===== src/rtl/uart_lc_pkg.sv =====
package uart_lc_pkg;

   // Line option set captured while the block is disabled
   typedef struct packed {
      logic msb_first;
      logic data_inv;
      logic tx_pol_inv;
      logic rx_pol_inv;
      logic swap;
      logic parity_en;
   } lc_cfg_t;

   typedef enum logic [2:0] {
      ST_IDLE,
      ST_START,
      ST_DATA,
      ST_PAR,
      ST_STOP
   } lc_state_t;

endpackage


===== src/rtl/uart_lc_tx.sv =====
module uart_lc_tx
   import uart_lc_pkg::*;
#(
   parameter int DATA_W        = 8,
   parameter int TICKS_PER_BIT = 4
) (
   input  logic              clk,
   input  logic              rst_n,
   input  logic              enable,
   input  logic              tick,
   input  logic              msb_first,
   input  logic              data_inv,
   input  logic              parity_en,
   input  logic              tx_valid,
   input  logic [DATA_W-1:0] tx_data,
   output logic              tx_ready,
   output logic              line_raw
);
   localparam int CNT_W = (TICKS_PER_BIT > 2) ? $clog2(TICKS_PER_BIT) : 1;
   localparam int NB_W  = $clog2(DATA_W + 1);

   lc_state_t         st;
   logic [CNT_W-1:0]  cnt;
   logic [NB_W-1:0]   nbit;
   logic [DATA_W-1:0] sh;
   logic [DATA_W-1:0] rev;
   logic              par;
   logic              bit_end;

   // Bit order is fixed once at load: shift out LSB of the chosen image
   for (genvar i = 0; i < DATA_W; i++) begin : g_rev
      assign rev[i] = tx_data[DATA_W-1-i];
   end

   assign bit_end  = tick && (cnt == CNT_W'(TICKS_PER_BIT - 1));
   assign tx_ready = enable && (st == ST_IDLE);

   always_ff @(posedge clk or negedge rst_n) begin
      if (!rst_n) begin
         st       <= ST_IDLE;
         cnt      <= '0;
         nbit     <= '0;
         sh       <= '0;
         par      <= 1'b0;
         line_raw <= 1'b1;
      end else if (!enable) begin
         st       <= ST_IDLE;
         cnt      <= '0;
         line_raw <= 1'b1;
      end else if (st == ST_IDLE) begin
         line_raw <= 1'b1;
         if (tx_valid) begin
            sh       <= msb_first ? rev : tx_data;
            par      <= ^tx_data;
            st       <= ST_START;
            cnt      <= '0;
            line_raw <= 1'b0;
         end
      end else if (tick) begin
         if (!bit_end) begin
            cnt <= cnt + 1'b1;
         end else begin
            cnt <= '0;
            case (st)
               ST_START: begin
                  line_raw <= sh[0] ^ data_inv;
                  sh       <= sh >> 1;
                  nbit     <= NB_W'(1);
                  st       <= ST_DATA;
               end
               ST_DATA: begin
                  if (nbit == NB_W'(DATA_W)) begin
                     st       <= parity_en ? ST_PAR : ST_STOP;
                     line_raw <= parity_en ? (par ^ data_inv) : 1'b1;
                  end else begin
                     line_raw <= sh[0] ^ data_inv;
                     sh       <= sh >> 1;
                     nbit     <= nbit + 1'b1;
                  end
               end
               ST_PAR: begin
                  st       <= ST_STOP;
                  line_raw <= 1'b1;
               end
               default: begin
                  st       <= ST_IDLE;
                  line_raw <= 1'b1;
               end
            endcase
         end
      end
   end

   assert_start_after_accept_R1: assert property (@(posedge clk) disable iff (!rst_n)
      (tx_valid && tx_ready) |=> (line_raw == 1'b0));

   assert_ready_drops_R11: assert property (@(posedge clk) disable iff (!rst_n)
      (tx_valid && tx_ready) |=> !tx_ready);

   assert_line_on_tick_R12: assert property (@(posedge clk) disable iff (!rst_n)
      (line_raw != $past(line_raw)) |-> ($past(tick) || $past(tx_valid && tx_ready) || !$past(enable)));

endmodule


===== src/rtl/uart_lc_rx.sv =====
module uart_lc_rx
   import uart_lc_pkg::*;
#(
   parameter int DATA_W        = 8,
   parameter int TICKS_PER_BIT = 4,
   parameter int SYNC_STAGES   = 2
) (
   input  logic              clk,
   input  logic              rst_n,
   input  logic              enable,
   input  logic              tick,
   input  logic              msb_first,
   input  logic              data_inv,
   input  logic              rx_pol_inv,
   input  logic              parity_en,
   input  logic              rx_pin,
   input  logic              rx_ready,
   output logic              rx_valid,
   output logic [DATA_W-1:0] rx_data,
   output logic              rx_parity_err,
   output logic              rx_frame_err
);
   localparam int CNT_W = (TICKS_PER_BIT > 2) ? $clog2(TICKS_PER_BIT) : 1;
   localparam int NB_W  = $clog2(DATA_W + 1);
   localparam int HALF  = TICKS_PER_BIT / 2;

   lc_state_t              st;
   logic [SYNC_STAGES-1:0] sq;
   logic [CNT_W-1:0]       cnt;
   logic [NB_W-1:0]        nbit;
   logic [DATA_W-1:0]      sh;
   logic [DATA_W-1:0]      rev;
   logic                   pbit;
   logic                   line;

   for (genvar i = 0; i < DATA_W; i++) begin : g_rev
      assign rev[i] = sh[DATA_W-1-i];
   end

   // Logical line after synchronisation and pad polarity correction
   assign line = sq[SYNC_STAGES-1] ^ rx_pol_inv;

   always_ff @(posedge clk or negedge rst_n) begin
      if (!rst_n) begin
         st            <= ST_IDLE;
         sq            <= '1;
         cnt           <= '0;
         nbit          <= '0;
         sh            <= '0;
         pbit          <= 1'b0;
         rx_valid      <= 1'b0;
         rx_data       <= '0;
         rx_parity_err <= 1'b0;
         rx_frame_err  <= 1'b0;
      end else begin
         sq <= {sq[SYNC_STAGES-2:0], rx_pin};
         if (rx_valid && rx_ready) rx_valid <= 1'b0;
         if (!enable) begin
            st  <= ST_IDLE;
            cnt <= '0;
         end else if (tick) begin
            case (st)
               ST_IDLE: begin
                  if (!line) begin
                     st  <= ST_START;
                     cnt <= '0;
                  end
               end
               ST_START: begin
                  // re-check the start level half a bit after the edge
                  if (cnt == CNT_W'(HALF - 1)) begin
                     cnt  <= '0;
                     nbit <= '0;
                     st   <= line ? ST_IDLE : ST_DATA;
                  end else begin
                     cnt <= cnt + 1'b1;
                  end
               end
               default: begin
                  if (cnt != CNT_W'(TICKS_PER_BIT - 1)) begin
                     cnt <= cnt + 1'b1;
                  end else begin
                     cnt <= '0;
                     case (st)
                        ST_DATA: begin
                           sh   <= {line ^ data_inv, sh[DATA_W-1:1]};
                           nbit <= nbit + 1'b1;
                           if (nbit == NB_W'(DATA_W - 1))
                              st <= parity_en ? ST_PAR : ST_STOP;
                        end
                        ST_PAR: begin
                           pbit <= line ^ data_inv;
                           st   <= ST_STOP;
                        end
                        ST_STOP: begin
                           rx_valid      <= 1'b1;
                           rx_data       <= msb_first ? rev : sh;
                           rx_parity_err <= parity_en & (pbit ^ (^sh));
                           rx_frame_err  <= ~line;
                           st            <= ST_IDLE;
                        end
                        default: st <= ST_IDLE;
                     endcase
                  end
               end
            endcase
         end
      end
   end

   assert_hold_until_taken_R11: assert property (@(posedge clk) disable iff (!rst_n)
      (rx_valid && !rx_ready) |=> rx_valid);

   assert_no_perr_without_parity_R8: assert property (@(posedge clk) disable iff (!rst_n)
      ($rose(rx_valid) && !parity_en) |-> !rx_parity_err);

endmodule


===== src/rtl/uart_lc_pinmux.sv =====
module uart_lc_pinmux (
   input  logic enable,
   input  logic swap,
   input  logic tx_pol_inv,
   input  logic tx_line_raw,
   input  logic pad0_i,
   input  logic pad1_i,
   output logic pad0_o,
   output logic pad0_oe,
   output logic pad1_o,
   output logic pad1_oe,
   output logic rx_pin
);
   logic tx_level;

   assign tx_level = tx_line_raw ^ tx_pol_inv;
   assign pad0_o   = tx_level;
   assign pad1_o   = tx_level;
   assign pad0_oe  = enable & ~swap;
   assign pad1_oe  = enable & swap;
   assign rx_pin   = swap ? pad0_i : pad1_i;

endmodule


===== src/rtl/uart_line_coder.sv =====
module uart_line_coder
   import uart_lc_pkg::*;
#(
   parameter int DATA_W        = 8,
   parameter int TICKS_PER_BIT = 4,
   parameter int SYNC_STAGES   = 2
) (
   input  logic              clk,
   input  logic              rst_n,
   input  logic              enable,
   input  logic              cfg_msb_first,
   input  logic              cfg_data_inv,
   input  logic              cfg_tx_pol_inv,
   input  logic              cfg_rx_pol_inv,
   input  logic              cfg_swap,
   input  logic              cfg_parity_en,
   input  logic              baud_tick,
   input  logic              tx_valid,
   output logic              tx_ready,
   input  logic [DATA_W-1:0] tx_data,
   output logic              rx_valid,
   input  logic              rx_ready,
   output logic [DATA_W-1:0] rx_data,
   output logic              rx_parity_err,
   output logic              rx_frame_err,
   input  logic              pad0_i,
   output logic              pad0_o,
   output logic              pad0_oe,
   input  logic              pad1_i,
   output logic              pad1_o,
   output logic              pad1_oe
);
   if (DATA_W < 2) begin : g_bad_width
      $error("uart_line_coder: DATA_W must be at least 2");
   end
   if ((TICKS_PER_BIT < 2) || (TICKS_PER_BIT % 2 != 0)) begin : g_bad_ticks
      $error("uart_line_coder: TICKS_PER_BIT must be even and at least 2");
   end
   if (SYNC_STAGES < 2) begin : g_bad_sync
      $error("uart_line_coder: SYNC_STAGES must be at least 2");
   end

   lc_cfg_t cfg_d, cfg_q;
   logic    tx_line_raw;
   logic    rx_pin;

   assign cfg_d = '{msb_first:  cfg_msb_first,
                    data_inv:   cfg_data_inv,
                    tx_pol_inv: cfg_tx_pol_inv,
                    rx_pol_inv: cfg_rx_pol_inv,
                    swap:       cfg_swap,
                    parity_en:  cfg_parity_en};

   always_ff @(posedge clk or negedge rst_n) begin
      if (!rst_n)       cfg_q <= '0;
      else if (!enable) cfg_q <= cfg_d;
   end

   uart_lc_tx #(.DATA_W(DATA_W), .TICKS_PER_BIT(TICKS_PER_BIT)) u_tx (
      .clk       (clk),
      .rst_n     (rst_n),
      .enable    (enable),
      .tick      (baud_tick),
      .msb_first (cfg_q.msb_first),
      .data_inv  (cfg_q.data_inv),
      .parity_en (cfg_q.parity_en),
      .tx_valid  (tx_valid),
      .tx_data   (tx_data),
      .tx_ready  (tx_ready),
      .line_raw  (tx_line_raw)
   );

   uart_lc_rx #(.DATA_W(DATA_W), .TICKS_PER_BIT(TICKS_PER_BIT), .SYNC_STAGES(SYNC_STAGES)) u_rx (
      .clk           (clk),
      .rst_n         (rst_n),
      .enable        (enable),
      .tick          (baud_tick),
      .msb_first     (cfg_q.msb_first),
      .data_inv      (cfg_q.data_inv),
      .rx_pol_inv    (cfg_q.rx_pol_inv),
      .parity_en     (cfg_q.parity_en),
      .rx_pin        (rx_pin),
      .rx_ready      (rx_ready),
      .rx_valid      (rx_valid),
      .rx_data       (rx_data),
      .rx_parity_err (rx_parity_err),
      .rx_frame_err  (rx_frame_err)
   );

   uart_lc_pinmux u_pins (
      .enable      (enable),
      .swap        (cfg_q.swap),
      .tx_pol_inv  (cfg_q.tx_pol_inv),
      .tx_line_raw (tx_line_raw),
      .pad0_i      (pad0_i),
      .pad1_i      (pad1_i),
      .pad0_o      (pad0_o),
      .pad0_oe     (pad0_oe),
      .pad1_o      (pad1_o),
      .pad1_oe     (pad1_oe),
      .rx_pin      (rx_pin)
   );

   assert_cfg_frozen_R7: assert property (@(posedge clk) disable iff (!rst_n)
      (enable && $past(enable)) |-> $stable(cfg_q));

   assert_pad_roles_R6: assert property (@(posedge clk) disable iff (!rst_n)
      enable |-> ((pad1_oe == cfg_q.swap) && (pad0_oe != pad1_oe)));

   assert_idle_level_R4: assert property (@(posedge clk) disable iff (!rst_n)
      tx_ready |-> ((cfg_q.swap ? pad1_o : pad0_o) == ~cfg_q.tx_pol_inv));

endmodule


===== config.mk =====
export PLATFORM = sky130hd
export DESIGN_NAME = uart_line_coder
export DESIGN_NICKNAME = d
export VERILOG_FILES = /design/src/rtl/uart_lc_pkg.sv /design/src/rtl/uart_lc_tx.sv /design/src/rtl/uart_lc_rx.sv /design/src/rtl/uart_lc_pinmux.sv /design/src/rtl/uart_line_coder.sv
export SDC_FILE = /design/constraint.sdc
export NUM_CORES = 1
export LEC_CHECK = 0
export BUFFER_PORTS_ARGS = -buffer_cell sky130_fd_sc_hd__buf_2
export CAP_MARGIN = 20
export CORE_ASPECT_RATIO = 2
export CORE_MARGIN = 5
export CORE_UTILIZATION = 53
export CTS_BUF_LIST = sky130_fd_sc_hd__clkbuf_16
export DETAILED_ROUTE_END_ITERATION = 16
export PLACE_DENSITY_LB_ADDON = 0.15
export SYNTH_ARGS = -nofsm -noshare
export SYNTH_HDL_FRONTEND = slang
export SYNTH_SLANG_ARGS = --single-unit
export TNS_END_PERCENT = 30

===== constraint.sdc =====
create_clock -name clk -period 1.8 [get_ports clk]
set_clock_uncertainty 0.15 [all_clocks]
set_input_delay 0.45 -clock clk [delete_from_list [all_inputs] [get_ports clk]]
set_output_delay 0.45 -clock clk [all_outputs]
set_load 0.01 [all_outputs]

==> flow_metrics.py <==
metrics = {
    "status": {
        "status": "finished, violations left",
        "failed_checks": "negative hold slack, negative setup slack",
    },
    "route": {
        "firstDrtPassIters": 4,
        "num_vias": 2579,
        "avgViaCountPerCell": 5.74,
        "antenna_left": 0,
        "drtIter0Drc": 139,
        "wl_per_cell_um": 16.7,
        "drc": 0,
        "postRouteWirelength_um": 7490,
    },
    "pwr": {
        "peakVddDrop_mv": 0.793,
        "power_density_nw_per_um2": 1010,
        "leakage_uw": 0.00197,
    },
    "critical_path": {
        "cp_max_fo": 3,
        "reg2regPathDepth": 4,
        "rrSetupSlack_ps": -120,
        "crit_chain": "buf_6, nor3_4, and2_4, buf_6",
        "worstReg2RegStart": "u_tx.st[1]$_DFFE_PN0P_",
        "reg2reg_to": "u_tx.sh[3]$_DFFE_PN0P_",
        "cp-end-kind": "primary output",
        "cp.required_ps": 1200,
        "arrival_ps": 1320,
        "critPathCapture": "tx_ready",
        "path_common_cell": "buf_6",
        "cp_slowest_cell": "dfrtp_1",
        "cp-start-kind": "flop",
        "startpoint": "u_tx.st[2]$_DFFE_PN0P_",
        "cp_slowest_stage_delay_ps": 390,
        "path_class": "reg -> out",
    },
    "sta": {
        "max_freq_mhz": 520,
        "final-hold-violation-count": 12,
        "postLayoutSetupSlackWorst_ps": -122,
        "tightestPinTransition_ps": 469,
        "setup_viol": 11,
        "slew_viol_final": 0,
        "whs_ps": -25.3,
        "rsz0062_at_grt": "yes",
        "fin_crit_sh": 1.07,
        "min_period_ps": 1920,
        "slew_headroom": 0.687,
    },
    "final_layout": {
        "layout-drive-gt1-share": 0.407,
        "num-fill-cells": 478,
        "layout_commonest_cell": "dfrtp_1",
        "antenna_cells": 0,
        "layout_common_cells": "dfrtp_1 (50), buf_4 (45), buf_2 (36)",
        "final_cells": 449,
        "nets": 414,
        "syn_to_final_growth_pct": 28.2,
    },
    "synth": {
        "syn-cell-area_um2": 3210,
        "ys_ff_latch": 56,
        "ys_types": 58,
        "synth_edf_count": 0,
        "syn-num-nets": 332,
        "seq_area_frac_synth": 0.438,
        "syn_avg_cell_area_um2": 10.6,
        "synthCells": 303,
        "async_flop_share": 1.00,
        "synth_top_flop_cell": "dfrtp_1",
        "yosysWarnings": 0,
    },
    "floorplan": {
        "die_area_um2": 7810,
        "die_w_um": 65.0,
        "initial_utilization": 0.539,
        "ios": 38,
        "die_h_um": 120,
        "core_um2": 5960,
        "num_rows": 40,
    },
    "flow_run": {
        "max_cap_violations": 0,
    },
    "clocking": {
        "clock_path_buffers": 2,
        "cts_tree": "yes",
        "clk_pin_slew_ps": 70,
        "clockRootBuffer": "clkbuf_16",
        "clock_sinks": 56,
        "htreeDepth": 2,
        "cts_buffers": 5,
        "clk_latency_ps": 300,
    },
    "worst_hold_path": {
        "holdCritPathClass": "in -> async",
    },
    "global_routing": {
        "grt_pass1_vias": 2719,
        "grtUsageTotal": 0.206,
        "grt_overflow_total": 0,
        "antenna_found_initial": 0,
        "grt_max_degree": 57,
        "grt_pass1_wl_um": 12500,
    },
    "placement": {
        "portBuffers": 37,
        "place_congestion": 0.846,
        "place_hpwl_um": 5300,
        "dp.cells": 432,
    },
}
-- critical path, delay by kind of cell, from the launching register on --
family,cells,cell delay (ps)
buffers and inverters,2,220
DFF,1,390
and+or+nand+nor,2,410
-- how the worst min path moves through the flow --
| stage | startpoint | to | slack [ps] |
|---|---|---|---|
| 3_3_place_gp | u_rx.sq[0]$_DFF_PN1_ | u_rx.sq[1]$_DFF_PN1_ | 200 |
| 3_5_place_dp | u_rx.sq[0]$_DFF_PN1_ | u_rx.sq[1]$_DFF_PN1_ | 200 |
| 2_1_floorplan | rst_n | cfg_q[0]$_DFFE_PN0N_ | 4 |
| 4_1_cts | rst_n | u_rx.cnt[0]$_DFFE_PN0P_ | 10 |
| 5_1_grt | rst_n | u_tx.st[0]$_DFFE_PN0P_ | 10 |
| 6_report | rst_n | u_tx.nbit[0]$_DFFE_PN0P_ | -30 |
-- report_power, final --
group	switching [µW]	internal [µW]
registers	143	1450
clock network	466	515
logic	768	818
total	1380	2780
-- layer usage --
metal / global-route usage / vias up / share of wire
met2: 0.389 / 48 / 0.58
met3: 0.0431 / 20 / 0.035
li1: - / 1241 / -
met5: 0 / - / 0
met4: 0.0753 / 0 / 0.028
met1: 0.216 / 1270 / 0.36
-- synthesized netlist by cell type (2+ instances only) --
master / count / area share
nor2b_1: 5 / 0.0097
o31ai_1: 4 / 0.0094
mux2_2: 26 / 0.091
buf_2: 7 / 0.011
xor2_1: 3 / 0.0082
a221oi_1: 2 / 0.0055
nand3b_1: 4 / 0.0094
a21oi_1: 25 / 0.039
a211o_1: 3 / 0.0082
buf_4: 3 / 0.0070
buf_6: 2 / 0.0070
nand4b_1: 2 / 0.0055
nand3_1: 8 / 0.012
ha_1: 7 / 0.027
inv_1: 12 / 0.014
nor2_1: 28 / 0.033
a211oi_1: 2 / 0.0047
nand2b_1: 4 / 0.0078
o21ai_0: 13 / 0.020
or4_1: 2 / 0.0047
dfstp_2: 3 / 0.025
clkbuf_1: 2 / 0.0023
a21o_1: 4 / 0.0094
mux2i_1: 17 / 0.053
nor3_1: 3 / 0.0047
and2_1: 4 / 0.0078
dfrtp_1: 53 / 0.41
xnor2_1: 16 / 0.044
nand2_1: 10 / 0.012
-- cell families after synthesis --
family	Yosys count	share of synthesized area
and+or+nand+nor	81	0.139
AOI/OAI and AO/OA	68	0.149
DFF	56	0.438
muxes	43	0.144
buffers and inverters	28	0.0437
xor gates and xnor gates	20	0.0589
adders and majority gates	7	0.0273
-- stage by stage --
stage / instance area [µm²] / setup TNS (ps) / total power (µW) / setup WS [ps] / util
finish: 4120 / -1050 / 4160 / -122 / 0.691
global route: 4120 / -1910 / 4390 / -171 / 0.691
CTS: 4010 / -866 / 4080 / -132 / 0.673
detailed placement: 3740 / -536 / 2910 / -53.2 / 0.628
global placement: 3740 / -384 / 2870 / -43.8 / 0.628
floorplan: 3210 / -620 / 2490 / -67.7 / -
-- registers in the layout (all words and copies together), names as in the netlist, 3 cells and up --
register / count
cfg_q: 6
u_rx.nbit: 4
u_rx.rx_data: 8
u_rx.sh: 8
u_rx.st: 3
u_tx.nbit: 4
u_tx.sh: 8
u_tx.st: 3
-- area by class of cell --
type                    count  area (µm²)  share of cell area
flip-flops and latches     56        1410               0.342
clock inverters             3        20.0             0.00486
clock buffers               5         125              0.0304
multi-input cells         219        1800               0.437
well taps                  63        78.8              0.0192
repair buffers             90         637               0.155
inverters                  13        48.8              0.0119
-- timing repair --
action | 4_1_cts | 5_1_grt
endpoints found under the setup margin | 22 | 46
hold buffers | 0 | 0
resized for setup | 21 | 19
pin swaps | 7 | 10
buffers inserted | 5 | 4
(Power assumes the default switching activity.)
